**src/rtl/clkseq_pkg.sv**
```systemverilog
package clkseq_pkg;
  localparam int unsigned ENTRIES      = 4;
  localparam int unsigned TICKS_PER_US = 13;
  localparam int unsigned US_SHORT     = 1;
  localparam int unsigned US_LOCK      = 20;

  localparam logic [1:0] OP_CLR = 2'd1;
  localparam logic [1:0] OP_SET = 2'd2;
  localparam logic [1:0] OP_UPD = 2'd3;

  localparam logic [3:0] A_PLL    = 4'd8;
  localparam logic [3:0] B_PLL    = 4'd7;
  localparam logic [3:0] REF_CODE = 4'd0;

  typedef enum logic [3:0] {
    S_IDLE, S_UP_CG, S_UP_PWR, S_UP_ISO, S_UP_EN, S_WAIT,
    S_MUX_GO, S_MUX_WAIT, S_CFG, S_DN_EN, S_DN_ISO, S_DN_PWR, S_FIN
  } seq_state_t;

  // unit 0 = mux A, unit 1 = mux B
  function automatic logic [4:0] slot_of(input logic unit);
    return unit ? 5'd28 : 5'd22;
  endfunction

  function automatic int unsigned off_of(input logic unit);
    return unit ? 16 : 0;
  endfunction

  function automatic logic [4:0] ureg_of(input logic unit);
    return unit ? 5'd3 : 5'd2;
  endfunction

  function automatic int unsigned ubit_of(input logic unit);
    return unit ? 18 : 24;
  endfunction

  function automatic logic [31:0] pll_word(input logic [31:0] idx);
    case (idx)
      32'd1:   return 32'h831c7628;
      32'd2:   return 32'h8214c4ed;
      32'd3:   return 32'h821bb13c;
      default: return 32'h0;
    endcase
  endfunction
endpackage

```
**src/rtl/clkseq_timer.sv**
```systemverilog
module clkseq_timer #(
  parameter int unsigned TIMER_W = 16
) (
  input  logic               clk,
  input  logic               rst,
  input  logic               tick,
  input  logic               arm,
  input  logic [TIMER_W-1:0] need,
  output logic               expired
);
  logic [TIMER_W-1:0] now_q, start_q, need_q, elapsed;
  logic               armed_q;

  always_ff @(posedge clk) begin
    if (rst) begin
      now_q   <= '0;
      start_q <= '0;
      need_q  <= '0;
      armed_q <= 1'b0;
    end else begin
      if (tick) now_q <= now_q + 1'b1;
      if (arm) begin
        start_q <= now_q + TIMER_W'(tick);
        need_q  <= need;
        armed_q <= 1'b1;
      end
    end
  end

  // modular difference: correct across counter wrap
  assign elapsed = now_q - start_q;
  assign expired = armed_q && (elapsed >= need_q);
endmodule

```
**src/rtl/clkseq_mux_writer.sv**
```systemverilog
module clkseq_mux_writer
  import clkseq_pkg::*;
(
  input  logic        clk,
  input  logic        rst,
  input  logic        go,
  input  logic        unit,
  input  logic [3:0]  code,
  output logic        fin,
  output logic        bus_we,
  output logic [1:0]  bus_op,
  output logic [4:0]  bus_addr,
  output logic [31:0] bus_data
);
  typedef enum logic [1:0] {W_IDLE, W_CLR, W_SET, W_UPD} wph_t;
  wph_t       ph_q;
  logic       unit_q;
  logic [3:0] code_q;

  always_ff @(posedge clk) begin
    if (rst) begin
      ph_q     <= W_IDLE;
      unit_q   <= 1'b0;
      code_q   <= '0;
      fin      <= 1'b0;
      bus_we   <= 1'b0;
      bus_op   <= '0;
      bus_addr <= '0;
      bus_data <= '0;
    end else begin
      fin <= 1'b0;
      case (ph_q)
        W_IDLE: begin
          bus_we <= 1'b0;
          if (go) begin
            unit_q   <= unit;
            code_q   <= code;
            bus_we   <= 1'b1;
            bus_op   <= OP_CLR;
            bus_addr <= slot_of(unit);
            bus_data <= 32'h0000_000F << off_of(unit);
            ph_q     <= W_CLR;
          end
        end
        W_CLR: begin
          if (code_q != 4'd0) begin
            bus_op   <= OP_SET;
            bus_addr <= slot_of(unit_q);
            bus_data <= 32'(code_q) << off_of(unit_q);
            ph_q     <= W_SET;
          end else begin
            bus_op   <= OP_UPD;
            bus_addr <= ureg_of(unit_q);
            bus_data <= 32'd1 << ubit_of(unit_q);
            ph_q     <= W_UPD;
          end
        end
        W_SET: begin
          bus_op   <= OP_UPD;
          bus_addr <= ureg_of(unit_q);
          bus_data <= 32'd1 << ubit_of(unit_q);
          ph_q     <= W_UPD;
        end
        default: begin
          bus_we   <= 1'b0;
          bus_op   <= '0;
          bus_addr <= '0;
          bus_data <= '0;
          fin      <= 1'b1;
          ph_q     <= W_IDLE;
        end
      endcase
    end
  end
endmodule

```
**src/rtl/pll_clk_sequencer.sv**
```systemverilog
module pll_clk_sequencer
  import clkseq_pkg::*;
#(
  parameter int unsigned IDX_W   = 3,
  parameter int unsigned TIMER_W = 16
) (
  input  logic             clk,
  input  logic             rst,
  input  logic             tick,
  input  logic             req,
  input  logic [IDX_W-1:0] req_idx,
  output logic             busy,
  output logic             done,
  output logic [IDX_W-1:0] cur_idx,
  output logic             cg_sw,
  output logic             pll_pwr_on,
  output logic             pll_iso_en,
  output logic             pll_en,
  output logic [31:0]      pll_cfg,
  output logic             bus_we,
  output logic [1:0]       bus_op,
  output logic [4:0]       bus_addr,
  output logic [31:0]      bus_data
);
  localparam logic [IDX_W-1:0]   TOP_IDX = IDX_W'(ENTRIES - 1);
  localparam logic [TIMER_W-1:0] T_SHORT = TIMER_W'(TICKS_PER_US * US_SHORT);
  localparam logic [TIMER_W-1:0] T_LOCK  = TIMER_W'(TICKS_PER_US * US_LOCK);

  seq_state_t       state_q, ret_q;
  logic [IDX_W-1:0] target_q, cur_q;
  logic             dir_up_q, step_q, boot_q;

  logic               arm, expired, go, unit, fin;
  logic [TIMER_W-1:0] need;
  logic [3:0]         code;
  logic               req_ok;

  always_comb begin
    arm  = 1'b0;
    need = '0;
    case (state_q)
      S_UP_PWR, S_UP_ISO, S_DN_EN, S_DN_ISO: begin arm = 1'b1; need = T_SHORT; end
      S_UP_EN:                               begin arm = 1'b1; need = T_LOCK;  end
      default: ;
    endcase
    go   = (state_q == S_MUX_GO);
    // up: A then B; down: B then A
    unit = dir_up_q ? step_q : ~step_q;
    code = dir_up_q ? (unit ? B_PLL : A_PLL) : REF_CODE;
  end

  assign req_ok = req && (32'(req_idx) < ENTRIES) && (req_idx != cur_q);

  clkseq_timer #(.TIMER_W(TIMER_W)) u_timer (
    .clk(clk), .rst(rst), .tick(tick), .arm(arm), .need(need), .expired(expired)
  );

  clkseq_mux_writer u_mux (
    .clk(clk), .rst(rst), .go(go), .unit(unit), .code(code), .fin(fin),
    .bus_we(bus_we), .bus_op(bus_op), .bus_addr(bus_addr), .bus_data(bus_data)
  );

  always_ff @(posedge clk) begin
    if (rst) begin
      state_q    <= S_MUX_GO;   // forced move to the reference first
      ret_q      <= S_IDLE;
      target_q   <= '0;
      cur_q      <= TOP_IDX;
      dir_up_q   <= 1'b0;
      step_q     <= 1'b0;
      boot_q     <= 1'b1;
      done       <= 1'b0;
      cg_sw      <= 1'b1;
      pll_pwr_on <= 1'b0;
      pll_iso_en <= 1'b1;
      pll_en     <= 1'b0;
      pll_cfg    <= '0;
    end else begin
      done <= 1'b0;
      case (state_q)
        S_IDLE: begin
          if (req_ok) begin
            target_q <= req_idx;
            dir_up_q <= (req_idx != '0);
            step_q   <= 1'b0;
            state_q  <= (req_idx != '0) ? S_UP_CG : S_MUX_GO;
          end
        end
        S_UP_CG: begin
          cg_sw   <= 1'b0;
          state_q <= S_UP_PWR;
        end
        S_UP_PWR: begin
          pll_pwr_on <= 1'b1;
          ret_q      <= S_UP_ISO;
          state_q    <= S_WAIT;
        end
        S_UP_ISO: begin
          pll_iso_en <= 1'b0;
          ret_q      <= S_UP_EN;
          state_q    <= S_WAIT;
        end
        S_UP_EN: begin
          pll_en  <= 1'b1;
          ret_q   <= S_MUX_GO;
          state_q <= S_WAIT;
        end
        S_WAIT: begin
          if (expired) state_q <= ret_q;
        end
        S_MUX_GO: state_q <= S_MUX_WAIT;
        S_MUX_WAIT: begin
          if (fin) begin
            if (!step_q) begin
              step_q  <= 1'b1;
              state_q <= S_MUX_GO;
            end else begin
              state_q <= dir_up_q ? S_CFG : S_DN_EN;
            end
          end
        end
        S_CFG: begin
          pll_cfg <= pll_word(32'(target_q));
          state_q <= S_FIN;
        end
        S_DN_EN: begin
          pll_en  <= 1'b0;
          ret_q   <= S_DN_ISO;
          state_q <= S_WAIT;
        end
        S_DN_ISO: begin
          pll_iso_en <= 1'b1;
          ret_q      <= S_DN_PWR;
          state_q    <= S_WAIT;
        end
        S_DN_PWR: begin
          pll_pwr_on <= 1'b0;
          state_q    <= S_FIN;
        end
        S_FIN: begin
          done  <= 1'b1;
          cur_q <= target_q;
          if (boot_q) begin
            boot_q   <= 1'b0;
            target_q <= TOP_IDX;
            dir_up_q <= 1'b1;
            step_q   <= 1'b0;
            state_q  <= S_UP_CG;
          end else begin
            state_q <= S_IDLE;
          end
        end
        default: state_q <= S_IDLE;
      endcase
    end
  end

  assign busy    = (state_q != S_IDLE);
  assign cur_idx = cur_q;
endmodule

```
**config.mk**
```make
export PLATFORM = sky130hd
export DESIGN_NAME = pll_clk_sequencer
export DESIGN_NICKNAME = d
export VERILOG_FILES = /design/src/rtl/clkseq_pkg.sv /design/src/rtl/clkseq_timer.sv /design/src/rtl/clkseq_mux_writer.sv /design/src/rtl/pll_clk_sequencer.sv
export SDC_FILE = /design/constraint.sdc
export NUM_CORES = 1
export LEC_CHECK = 0
export BUFFER_PORTS_ARGS = -buffer_cell sky130_fd_sc_hd__buf_4
export CAP_MARGIN = 20
export CORE_UTILIZATION = 40
export CTS_CLUSTER_SIZE = 14
export DETAILED_ROUTE_END_ITERATION = 16
export PLACE_DENSITY = 0.65
export RECOVER_POWER = 25
export SLEW_MARGIN = 10
export SYNTH_ARGS = -nofsm -noshare
export SYNTH_HDL_FRONTEND = slang
export SYNTH_SLANG_ARGS = --single-unit
```
**constraint.sdc**
```tcl
create_clock -name clk -period 5.5 [get_ports clk]
set_input_delay 0.275 -clock clk [delete_from_list [all_inputs] [get_ports clk]]
set_output_delay 0.275 -clock clk [all_outputs]
set_load 0.05 [all_outputs]
```
; Yosys cells after proc, flatten, opt, wreduce, memory -nomap -nowiden
; Cells that the tools add are included.
[totals]
input_bits = 7
out_inout_bits = 81
ff_bits = 149
elab_cells = 126
[op_classes]
eq_ne = 23
bitwise = 1
n_reduce_logical = 23
shift = 3
add_sub_neg = 3
order_cmp = 2
muxes = 47
[ops]
columns = op, count
row1 = one-hot mux 32 bit (3 select lines), 2
row2 = two-way mux 32 bit, 2
row3 = two-way mux 4 bit, 9
row4 = one-hot mux 4 bit (8 select lines), 1
row5 = left shift 1 x 32 -> 32 bit (first input constant), 1
row6 = left shift 4 x 32 -> 32 bit, 1
row7 = left shift 4 x 32 -> 32 bit (first input constant), 1
row8 = equality test 4 bit (second input constant), 5
row9 = two-way mux 5 bit, 4
row10 = one-hot mux 4 bit (5 select lines), 1
row11 = one-hot mux 9 bit (2 select lines), 1
row12 = adder 16 x 1 -> 16 bit, 1
row13 = adder 16 x 1 -> 16 bit (second input constant), 1
row14 = equality test 4 x 3 -> 1 bit (second input constant), 4
row15 = >= comparator 16 bit, 1
row16 = subtractor 16 bit, 1
row17 = one-hot mux 5 bit (3 select lines), 1
row18 = two-way mux 1 bit, 14
row19 = one-hot mux 1 bit (2 select lines), 5
row20 = two-way mux 3 bit, 3
row21 = equality test 4 x 2 -> 1 bit (second input constant), 2
row22 = inequality test 2 bit (second input constant), 4
row23 = nonzero test 2 bit, 4
row24 = nonzero test 4 bit, 2
row25 = 25 further kinds, 31

; Depth between registers and ports, before layout
; Gate-level depths: netlist of the first run.
[logic_depth]
ltp_word = 6
mapped_depth = 14
depth_no_buf = 14

; Cells and area by module
; Synthesis of the first run repeated with hierarchy kept, for this count alone.
[unflattened]
cells_unflattened = 756
area_unflattened_um2 = 6254.7
[modules_own_cells]
columns = module, area_each_um2, cells_each, seq_area_each_um2, instances
row1 = clkseq_timer, 3275.6, 397, 980.9, 1
row2 = pll_clk_sequencer, 1764.2, 220, 580.6, 1
row3 = clkseq_mux_writer, 1214.9, 139, 440.4, 1

; Least setup slack after synthesis of the first run
; OpenSTA, ideal clock, no wires.
[synth_timing]
path_type = register -> register
from = reg u_timer.now_q[0]
to = reg state_q[1]
setup_slack_ns = 2.022
stages_incl_launch_ff = 15
period_less_slack_ns = 3.478
required_time_ns = 5.380
path_buffers = 0
arrival_time_ns = 3.358
setup_ns = 0.120
cell_sequence = dfxtp_1 inv_1 ha_1 fa_1 nand2b_1 a21oi_1 o21ai_0 xnor2_1 ha_1 or3_1 nor4_2 nand4_1 a2111oi_4 o2111ai_2 a211o_1
[synth_via]
elab_chain_cells = 5
[synth_rtl]
columns = item, line_no
row1 = start: declaration, clkseq_timer.sv:11  ; logic [TIMER_W-1:0] now_q, start_q, need_q, elapsed;
row2 = start signal: assignment, clkseq_timer.sv:21  ; if (tick) now_q <= now_q + 1'b1;
row3 = subtractor 16 bit, clkseq_timer.sv:31  ; assign elapsed = now_q - start_q;
row4 = >= comparator 16 bit, clkseq_timer.sv:32  ; assign expired = armed_q && (elapsed >= need_q);
row5 = logical AND 1 bit, clkseq_timer.sv:32
row6 = inequality test 2 bit (no source line), n/a
row7 = AND reduction 3 bit (no source line), n/a
row8 = end signal: assignment, pll_clk_sequencer.sv:86  ; state_q <= (req_idx != '0) ? S_UP_CG : S_MUX_GO;
row9 = end signal: assignment, pll_clk_sequencer.sv:109  ; if (expired) state_q <= ret_q;
row10 = end signal: assignment, pll_clk_sequencer.sv:118  ; state_q <= dir_up_q ? S_CFG : S_DN_EN;
row11 = end: declaration, pll_clk_sequencer.sv:29  ; seq_state_t state_q, ret_q;
; No other way between the ends.
; A chain may end at the register's enable or synchronous reset.

; Worst setup path in the final report of the first run
; Ends and elaborated chain as after synthesis.

==> summary.txt, run 1 <==
Status
  – Result of the run: finished with violations
  – Violations in the final reports: capacitance limit, slew limit

Yosys
  – Post-Syn Area: 5219 sq um
  – Seq/Total Area, Yosys: 0.3146
  – Async set-reset flop share out of synthesis: 0
  – Yosys top cell area share: 0.3146
  – Register bit total from synthesis: 82
  – Synth top cells by count: 101 x nor2_1, 82 x dfxtp_1, 52 x buf_4
  – Largest cells by area after synthesis: dfxtp_1 31%, buf_4 7.5%, nor2_1 7.3%
  – Post-synth EDFFs: 0
  – Most instantiated library cell after synthesis: nor2_1
  – Most instantiated flip-flop cell in the synthesis netlist: dfxtp_1
  – Post-synthesis cell type count: 65
  – Cell accounting for the most synthesized area: dfxtp_1
  – Mean area per synthesized cell: 7.813 sq um
  – Warnings, synthesis: 0
  – Number of standard cells after synthesis: 668

Floorplanning
  – Floorplan die width: 116.2 um
  – Overall die area: 13510 sq um
  – Std-Cell Core Area: 12670 sq um
  – DIE HEIGHT: 116.2 um
  – Starting utilization of the core area: 0.4119
  – Row count: 41
  – Ports: 88

Layout
  – Final core utilization: 0.4469
  – Number of diodes: 0
  – Fill cells: 1291
  – Share of final-layout standard cells stronger than drive strength 1: 0.08053
  – Syn-to-layout area delta: 8.511%
  – Layout Cells excl Fill: 855
  – Nets: 715

STA
  – Number of hold violations in the final report: 0
  – Post-route clock period utilization: 0.6969
  – Clock skew after layout: 0.008925 ns
  – Clock period minus final worst setup slack: 3.833 ns
  – Total of endpoints with negative setup slack in the final report: 0
  – Pins Over Slew Limit: 82
  – Setup repair after global routing missed its margin: no
  – Achievable clock frequency: 0.2609 GHz
  – Setup total negative slack: 0 ns
  – Worst slew slack as a fraction of its limit: -1.303
  – Least-Margin Pin Slew: 3.454 ns

Clocking
  – Number of buffers inserted by hold repair at cts: 0
  – CTS resizes: 0
  – Clock root buffer master: clkbuf_16
  – Number of sinks driven by the clock tree: 82
  – Clock latency on the worst-skew pair: 0.34 ns
  – CTS H-Tree Depth: 3
  – Post CTS Setup Buffer Count: 0
  – Clock-pin slew of the registers on the worst-case setup and hold paths: 0.06 ns
  – Inserted Clock Buffers: 9
  – CTS tree: yes
  – Max Root-Sink Buffers: 2

Worst setup path
  – Required @ worst endpoint: 5.72 ns
  – WP data arrival: 4.06 ns
  – Endpoint type of the worst setup path: register
  – Critical Path Start Type: register
  – Largest stage delay on the critical path: 0.42 ns
  – Worst setup path class: reg2reg
  – CP max stage cell: dfxtp_1
  – Top fanout value on the critical path: 6
  – Most numerous cell on the critical path: ha_1
  – Ordered list of cells on the worst path: inv_1 -> ha_1 -> fa_1 -> nand2b_1 -> a21oi_1 -> o21ai_0 -> xnor2_1 -> ha_1 -> or3_1 -> nor4_2 -> nand4_1 -> a2111oi_4 -> o2111ai_2 -> a211o_1
  – Worst reg2reg path depth: 14

Placed design
  – HPWL after DPL: 7592 um
  – Count of input and output buffers: 54
  – Gpl congestion: 0.8165
  – Instance count after placement with tap cells included: 839

Global route
  – Global-route wire length before repair: 17440 um
  – Tot GR Track Use: 0.1622
  – Largest net degree at the start of global routing: 82
  – GRT overflow: 0
  – Initial antenna violation count: 0
  – Number of global-route vias before repair: 3790

Drt
  – Antenna-violating nets left: 0
  – Ratio of routed vias to standard cells: 5.004
  – Remaining routing DRC violations: 0
  – Drt pass-1 iters: 5
  – First DRT Iteration DRCs: 365
  – Sum of routed wire length over all layers: 10550 um
  – Total vias in the final route: 4278
  – Post-detailed-route wirelength per cell: 12.34 um

Worst hold path
  – Number of stages on the worst hold path: 3
  – Class of the worst hold path: in2reg

Flow run
  – Number of max-cap violations: 1

Power and ir drop
  – Static Leak: 2.244 nW
  – Power density cells: 504.3 nW/um^2
  – Total power: 2.856 mW
  – Worst voltage drop across the vdd grid: 0.1751 mV
[cells in the final DEF, fill, tap and decap left out, types with 3 or more instances in the layout]
cell type / count
a211oi_1: 20
nor3_1: 9
nand3_1: 15
buf_4: 26
and3_1: 8
o21bai_1: 5
nor3b_1: 7
xnor2_1: 17
a21o_1: 6
a31oi_1: 6
inv_1: 34
o211ai_1: 7
nand3b_1: 8
clkbuf_16: 9
mux2i_1: 5
nor2b_1: 5
ha_1: 29
nand2b_1: 13
xor2_1: 25
bufinv_16: 3
a2111oi_0: 3
and2_1: 3
clkbuf_1: 30
conb_1: 33
a21oi_1: 49
dfxtp_1: 82
or3_1: 4
nor2_1: 101
nand4_1: 9
clkinv_2: 3
nand2_1: 50
o21ai_0: 21
[report_power, final]
part           leakage (nW)  internal (mW)  total, mW  switching [mW]
logic                  1.41          0.454       1.34           0.887
registers             0.669          0.714      0.838           0.123
clock network         0.166          0.441      0.677           0.236
[layout make-up]
class,count,area [sq um],share of cell area
Clock inverter,6,105.1,0.01856
Tap cell,172,215.2,0.03800
Multi-Input combinational cell,495,3037,0.5362
Timing Repair Buffer,55,304.0,0.05369
Sequential cell,82,1642,0.2899
Inverter,35,131.4,0.02320
Clock buffer,10,229.0,0.04043
[metal layers]
metal / vias up / wire [um] / global-route usage / part of all wire
li1: 2206 / - / - / -
met1: 1957 / 5135 / 0.2127 / 0.49
met2: 105 / 4819 / 0.2592 / 0.46
met3: 10 / 478 / 0.03477 / 0.045
met4: 0 / 118 / 0.06410 / 0.011
met5: - / 0 / 0 / 0
[sequential cells by signal, summed over array words and instances, names as in the netlist, 4 cells and up]
| name | cells |
|---|---|
| pll_cfg | 7 |
| state_q | 4 |
| u_timer.now_q | 16 |
| u_timer.start_q | 16 |
| u_mux.bus_data | 6 |
| ret_q | 4 |
| u_mux.bus_addr | 4 |
[critical path: cells and delay by family (launching register included)]
family                   cells  cell delay (ns)
AO/OA/AOI/OAI                5             1.36
AND/OR/NAND/NOR              4             0.87
adder cells (fa/ha/maj)      3             0.81
flip-flops                   1             0.42
XOR/XNOR                     1             0.17
buffers and inverters        1             0.07
[cell families after synthesis]
family	after synthesis	synth area share
DFF	82	0.3146
xor gates and xnor gates	42	0.07049
AOI/OAI and AO/OA	138	0.1729
adders and majority gates	30	0.07336
muxes	7	0.01391
other	1	0.0007186
and+or+nand+nor	245	0.2263
buffers and inverters	123	0.1278
[path summary, 6_finish.rpt]
| kind | end | slack [ns] | from |
|---|---|---|---|
| worst max-delay path | state_q[1]$_SDFFE_PP1P_ | 1.67 | u_timer.now_q[0]$_SDFFE_PP0P_ |
| worst min-delay path | u_timer.now_q[0]$_SDFFE_PP0P_ | 0.26 | tick |
| worst max register to register | state_q[1]$_SDFFE_PP1P_ | 1.67 | u_timer.now_q[0]$_SDFFE_PP0P_ |
| worst min register to register | u_mux.bus_addr[0]$_SDFFE_PP0P_ | 0.45 | u_mux.bus_addr[0]$_SDFFE_PP0P_ |
[per-stage QoR]
| step | cell area (sq um) | setup slack (ns) | hold WS [ns] |
|---|---|---|---|
| floorplan | 5339 | 2.022 | 0.4264 |
| global placement | 5438 | 1.802 | 0.4333 |
| detailed placement | 5438 | 1.671 | 0.4455 |
| CTS | 5772 | 1.657 | 0.2435 |
| global route | 5663 | 1.355 | 0.2730 |
| finish | 5663 | 1.667 | 0.2579 |
Note: power is estimated with default switching activity, not from simulation.
==> run 2, diff against run 1 <==
--- a/config.mk
+++ b/config.mk
@@ -10,7 +10,7 @@
 export CORE_UTILIZATION = 40
 export CTS_CLUSTER_SIZE = 14
 export DETAILED_ROUTE_END_ITERATION = 16
-export PLACE_DENSITY = 0.65
+export PLACE_DENSITY = 0.67
 export RECOVER_POWER = 25
 export SLEW_MARGIN = 10
 export SYNTH_ARGS = -nofsm -noshare
==> constraint.sdc (replaced) <==
create_clock -name clk -period 3.1 [get_ports clk]
set_input_delay 0.155 -clock clk [delete_from_list [all_inputs] [get_ports clk]]
set_output_delay 0.155 -clock clk [all_outputs]
set_load 0.05 [all_outputs]
==> run 2 against run 1 <==
  * The flow finishes with violations (setup timing)
  * Sequential share of layout area decreased by 1.5 points
  * Design area increased by 5.6%
  * Global-route usage increased by 0.45 points
  * Worst hold slack got worse by 0.10 ns
  * First-iteration DRC count decreased by 12%
  * Count of clock-buffer cells in the layout unchanged
  * Final cell count increased by 2.3%
  * Sequential cell count unchanged
  * Largest cell class unchanged
==> summary.txt, run 2 (synthesis results as in run 1) <==
Worst setup path
  – Startpoint of the worst setup timing path: u_timer.now_q[0]$_SDFFE_PP0P_ (unchanged)
  – Worst reg2reg path depth: 14 (unchanged)
  – WP data arrival: 3.38 ns (was 4.06 ns)
  – Required @ worst endpoint: 3.33 ns (was 5.72 ns)
  – Critical Path Start Type: register (unchanged)
  – Endpoint type of the worst setup path: register (unchanged)
  – Worst setup path class: reg2reg (unchanged)
  – Top fanout value on the critical path: 4 (was 6)
  – Setup slack on the worst flop-to-flop path: -0.05 ns (was 1.67 ns)
  – Reg-to-Reg Start: u_timer.now_q[0]$_SDFFE_PP0P_ (unchanged)
  – Terminus of the critical flop-to-flop path: state_q[1]$_SDFFE_PP1P_ (unchanged)

Placed design
  – Placement Cell Area: 5599 sq um (was 5438 sq um)
  – Gpl congestion: 0.7912 (was 0.8165)
  – Count of input and output buffers: 54 (unchanged)
  – HPWL after DPL: 7982 um (was 7592 um)

Clocking
  – Max Root-Sink Buffers: 2 (unchanged)
  – Clock-pin slew of the registers on the worst-case setup and hold paths: 0.06 ns (about the same)
  – Inserted Clock Buffers: 9 (unchanged)
  – CTS H-Tree Depth: 3 (unchanged)
  – CTS tree: yes (unchanged)
  – Number of sinks driven by the clock tree: 82 (unchanged)
  – Clock root buffer master: clkbuf_16 (unchanged)
  – Clock latency on the worst-skew pair: 0.34 ns (about the same)
  – Number of buffers inserted by hold repair at cts: 0 (unchanged)

STA
  – Post-route clock period utilization: 1.015 (was 0.6969)
  – Worst slew slack as a fraction of its limit: 0.4614 (was -1.303)
  – Setup repair after global routing missed its margin: yes (was no)
  – Pins Over Slew Limit: 0 (was 82)
  – Number of hold violations in the final report: 0 (unchanged)
  – Least-Margin Pin Slew: 0.8080 ns (was 3.454 ns)
  – Worst setup slack after layout: -0.04765 ns (was 1.667 ns)
  – Achievable clock frequency: 0.3177 GHz (was 0.2609 GHz)
  – Clock skew after layout: 0.007893 ns (was 0.008925 ns)
  – Total of endpoints with negative setup slack in the final report: 1 (was 0)
  – Clock period minus final worst setup slack: 3.148 ns (was 3.833 ns)

Power and ir drop
  – Worst voltage drop across the vdd grid: 0.3555 mV (was 0.1751 mV)
  – Static Leak: 2.465 nW (was 2.244 nW)
  – Total power: 5.310 mW (was 2.856 mW)
  – Power density cells: 888.0 nW/um^2 (was 504.3 nW/um^2)

Worst hold path
  – Endpoint with the worst hold slack: u_timer.now_q[0]$_SDFFE_PP0P_ (unchanged)
  – Class of the worst hold path: in2reg (unchanged)
  – Number of stages on the worst hold path: 3 (unchanged)
  – Hold Crit Start: tick (unchanged)

Layout
  – Number of diodes: 0 (unchanged)
  – Largest registers: u_timer.now_q: 16 flops, u_timer.start_q: 16 flops, pll_cfg: 7 flops (unchanged)
  – Most common cell after layout, fill and taps aside: nor2_1 (unchanged)
  – Share of final-layout standard cells stronger than drive strength 1: 0.1622 (was 0.08053)
  – Nets: 735 (was 715)
  – Finished layout cell area: 5979 sq um (was 5663 sq um)
  – Highest-count cells in the layout ignoring fill and taps: 101 x nor2_1, 81 x dfxtp_1, 75 x buf_4, 50 x nand2_1, 48 x a21oi_1 (was 101 x nor2_1, 82 x dfxtp_1, 50 x nand2_1, 49 x a21oi_1, 34 x inv_1)
  – Syn-to-layout area delta: 14.58% (was 8.511%)

Drt
  – Total vias in the final route: 4407 (was 4278)
  – Drt pass-1 iters: 5 (unchanged)
  – Remaining routing DRC violations: 0 (unchanged)
  – First DRT Iteration DRCs: 321 (was 365)
  – Antenna-violating nets left: 0 (unchanged)
  – Ratio of routed vias to standard cells: 5.037 (was 5.004)
  – Sum of routed wire length over all layers: 11030 um (was 10550 um)
  – Post-detailed-route wirelength per cell: 12.61 um (was 12.34 um)

Global route
  – Global-route wire length before repair: 18180 um (was 17440 um)
  – Number of global-route vias before repair: 4018 (was 3790)
  – GRT overflow: 0 (unchanged)
  – Largest net degree at the start of global routing: 82 (unchanged)
  – Tot GR Track Use: 0.1667 (was 0.1622)
  – Initial antenna violation count: 0 (unchanged)

Flow run
  – Number of max-cap violations: 0 (was 1)

Floorplanning
  – Starting utilization of the core area: 0.4119 (unchanged)
  – DIE HEIGHT: 116.2 um (unchanged)
  – Ports: 88 (unchanged)
  – Std-Cell Core Area: 12670 sq um (unchanged)
  – Floorplan die width: 116.2 um (unchanged)
  – Row count: 41 (unchanged)
  – Overall die area: 13510 sq um (unchanged)

Status
  – Result of the run: finished with violations (unchanged)
  – Violations in the final reports: setup timing (was capacitance limit, slew limit)
==> run 2: area by class of cell <==
type,instances,area (sq um)
clock buffers,10,239.0
clock inverters,6,88.84
fillers,1220,6691
inverters,35,131.4
multi-input cells,495,3099
flip-flops and latches,82,1643
well taps,172,215.2
repair buffers,75,563.0
==> run 2: through the flow <==
step                worst slack, ns   TNS, ns  instances  utilization  hold WS [ns]
floorplan                   0.01666         0        700            -        0.3538
global placement            0.01789         0        857       0.4419        0.4338
detailed placement          -0.1258   -0.1662        857       0.4419        0.4485
CTS                        -0.06912  -0.06912        873       0.4693        0.1477
global route                -0.2204   -0.4253        875       0.4719        0.1622
finish                     -0.04765  -0.04765        875       0.4719        0.1572
==> run 2: how the worst max path moves through the flow <==
stage,end,cells past startpoint
final,state_q[1]$_SDFFE_PP1P_,14
after global routing,state_q[1]$_SDFFE_PP1P_,14
after CTS,state_q[1]$_SDFFE_PP1P_,14
after detailed placement,state_q[1]$_SDFFE_PP1P_,14
after global placement,state_q[1]$_SDFFE_PP1P_,14
after floorplan,state_q[1]$_SDFFE_PP1P_,14
==> run 2: timing repair <==
action | CTS | global route
endpoints found under the hold margin | 0 | 0
pin swaps | 0 | 1
setup endpoints to repair | 2 | 3
gates resized for setup | 5 | 3
buffers inserted | 0 | 2
==> run 2: routing by layer <==
| metal | wire length (um) | global-route usage | vias to the layer above |
|---|---|---|---|
| met3 | 340 | 0.02543 | 13 |
| li1 | - | - | 2249 |
| met4 | 139 | 0.05983 | 0 |
| met5 | 0 | 0 | - |
| met2 | 5116 | 0.2753 | 102 |
| met1 | 5434 | 0.2200 | 2043 |
==> run 2: power by group <==
part	internal (mW)	total (mW)	switching [mW]
registers	1.27	1.42	0.157
clock network	0.729	1.17	0.442
logic	1.01	2.72	1.71
==> run 2: critical path, cell delays in order (launching register included) <==
cell and delay, ns:
dfxtp_2 0.34, inv_2 0.04, ha_4 0.15, fa_2 0.35, nand2b_4 0.17, a21oi_4 0.17, o21ai_2 0.09, xnor2_1 0.14
ha_2 0.19, or3_4 0.39, nor4_4 0.13, nand4_1 0.17, a2111oi_4 0.23, o2111ai_2 0.20, a211o_1 0.29
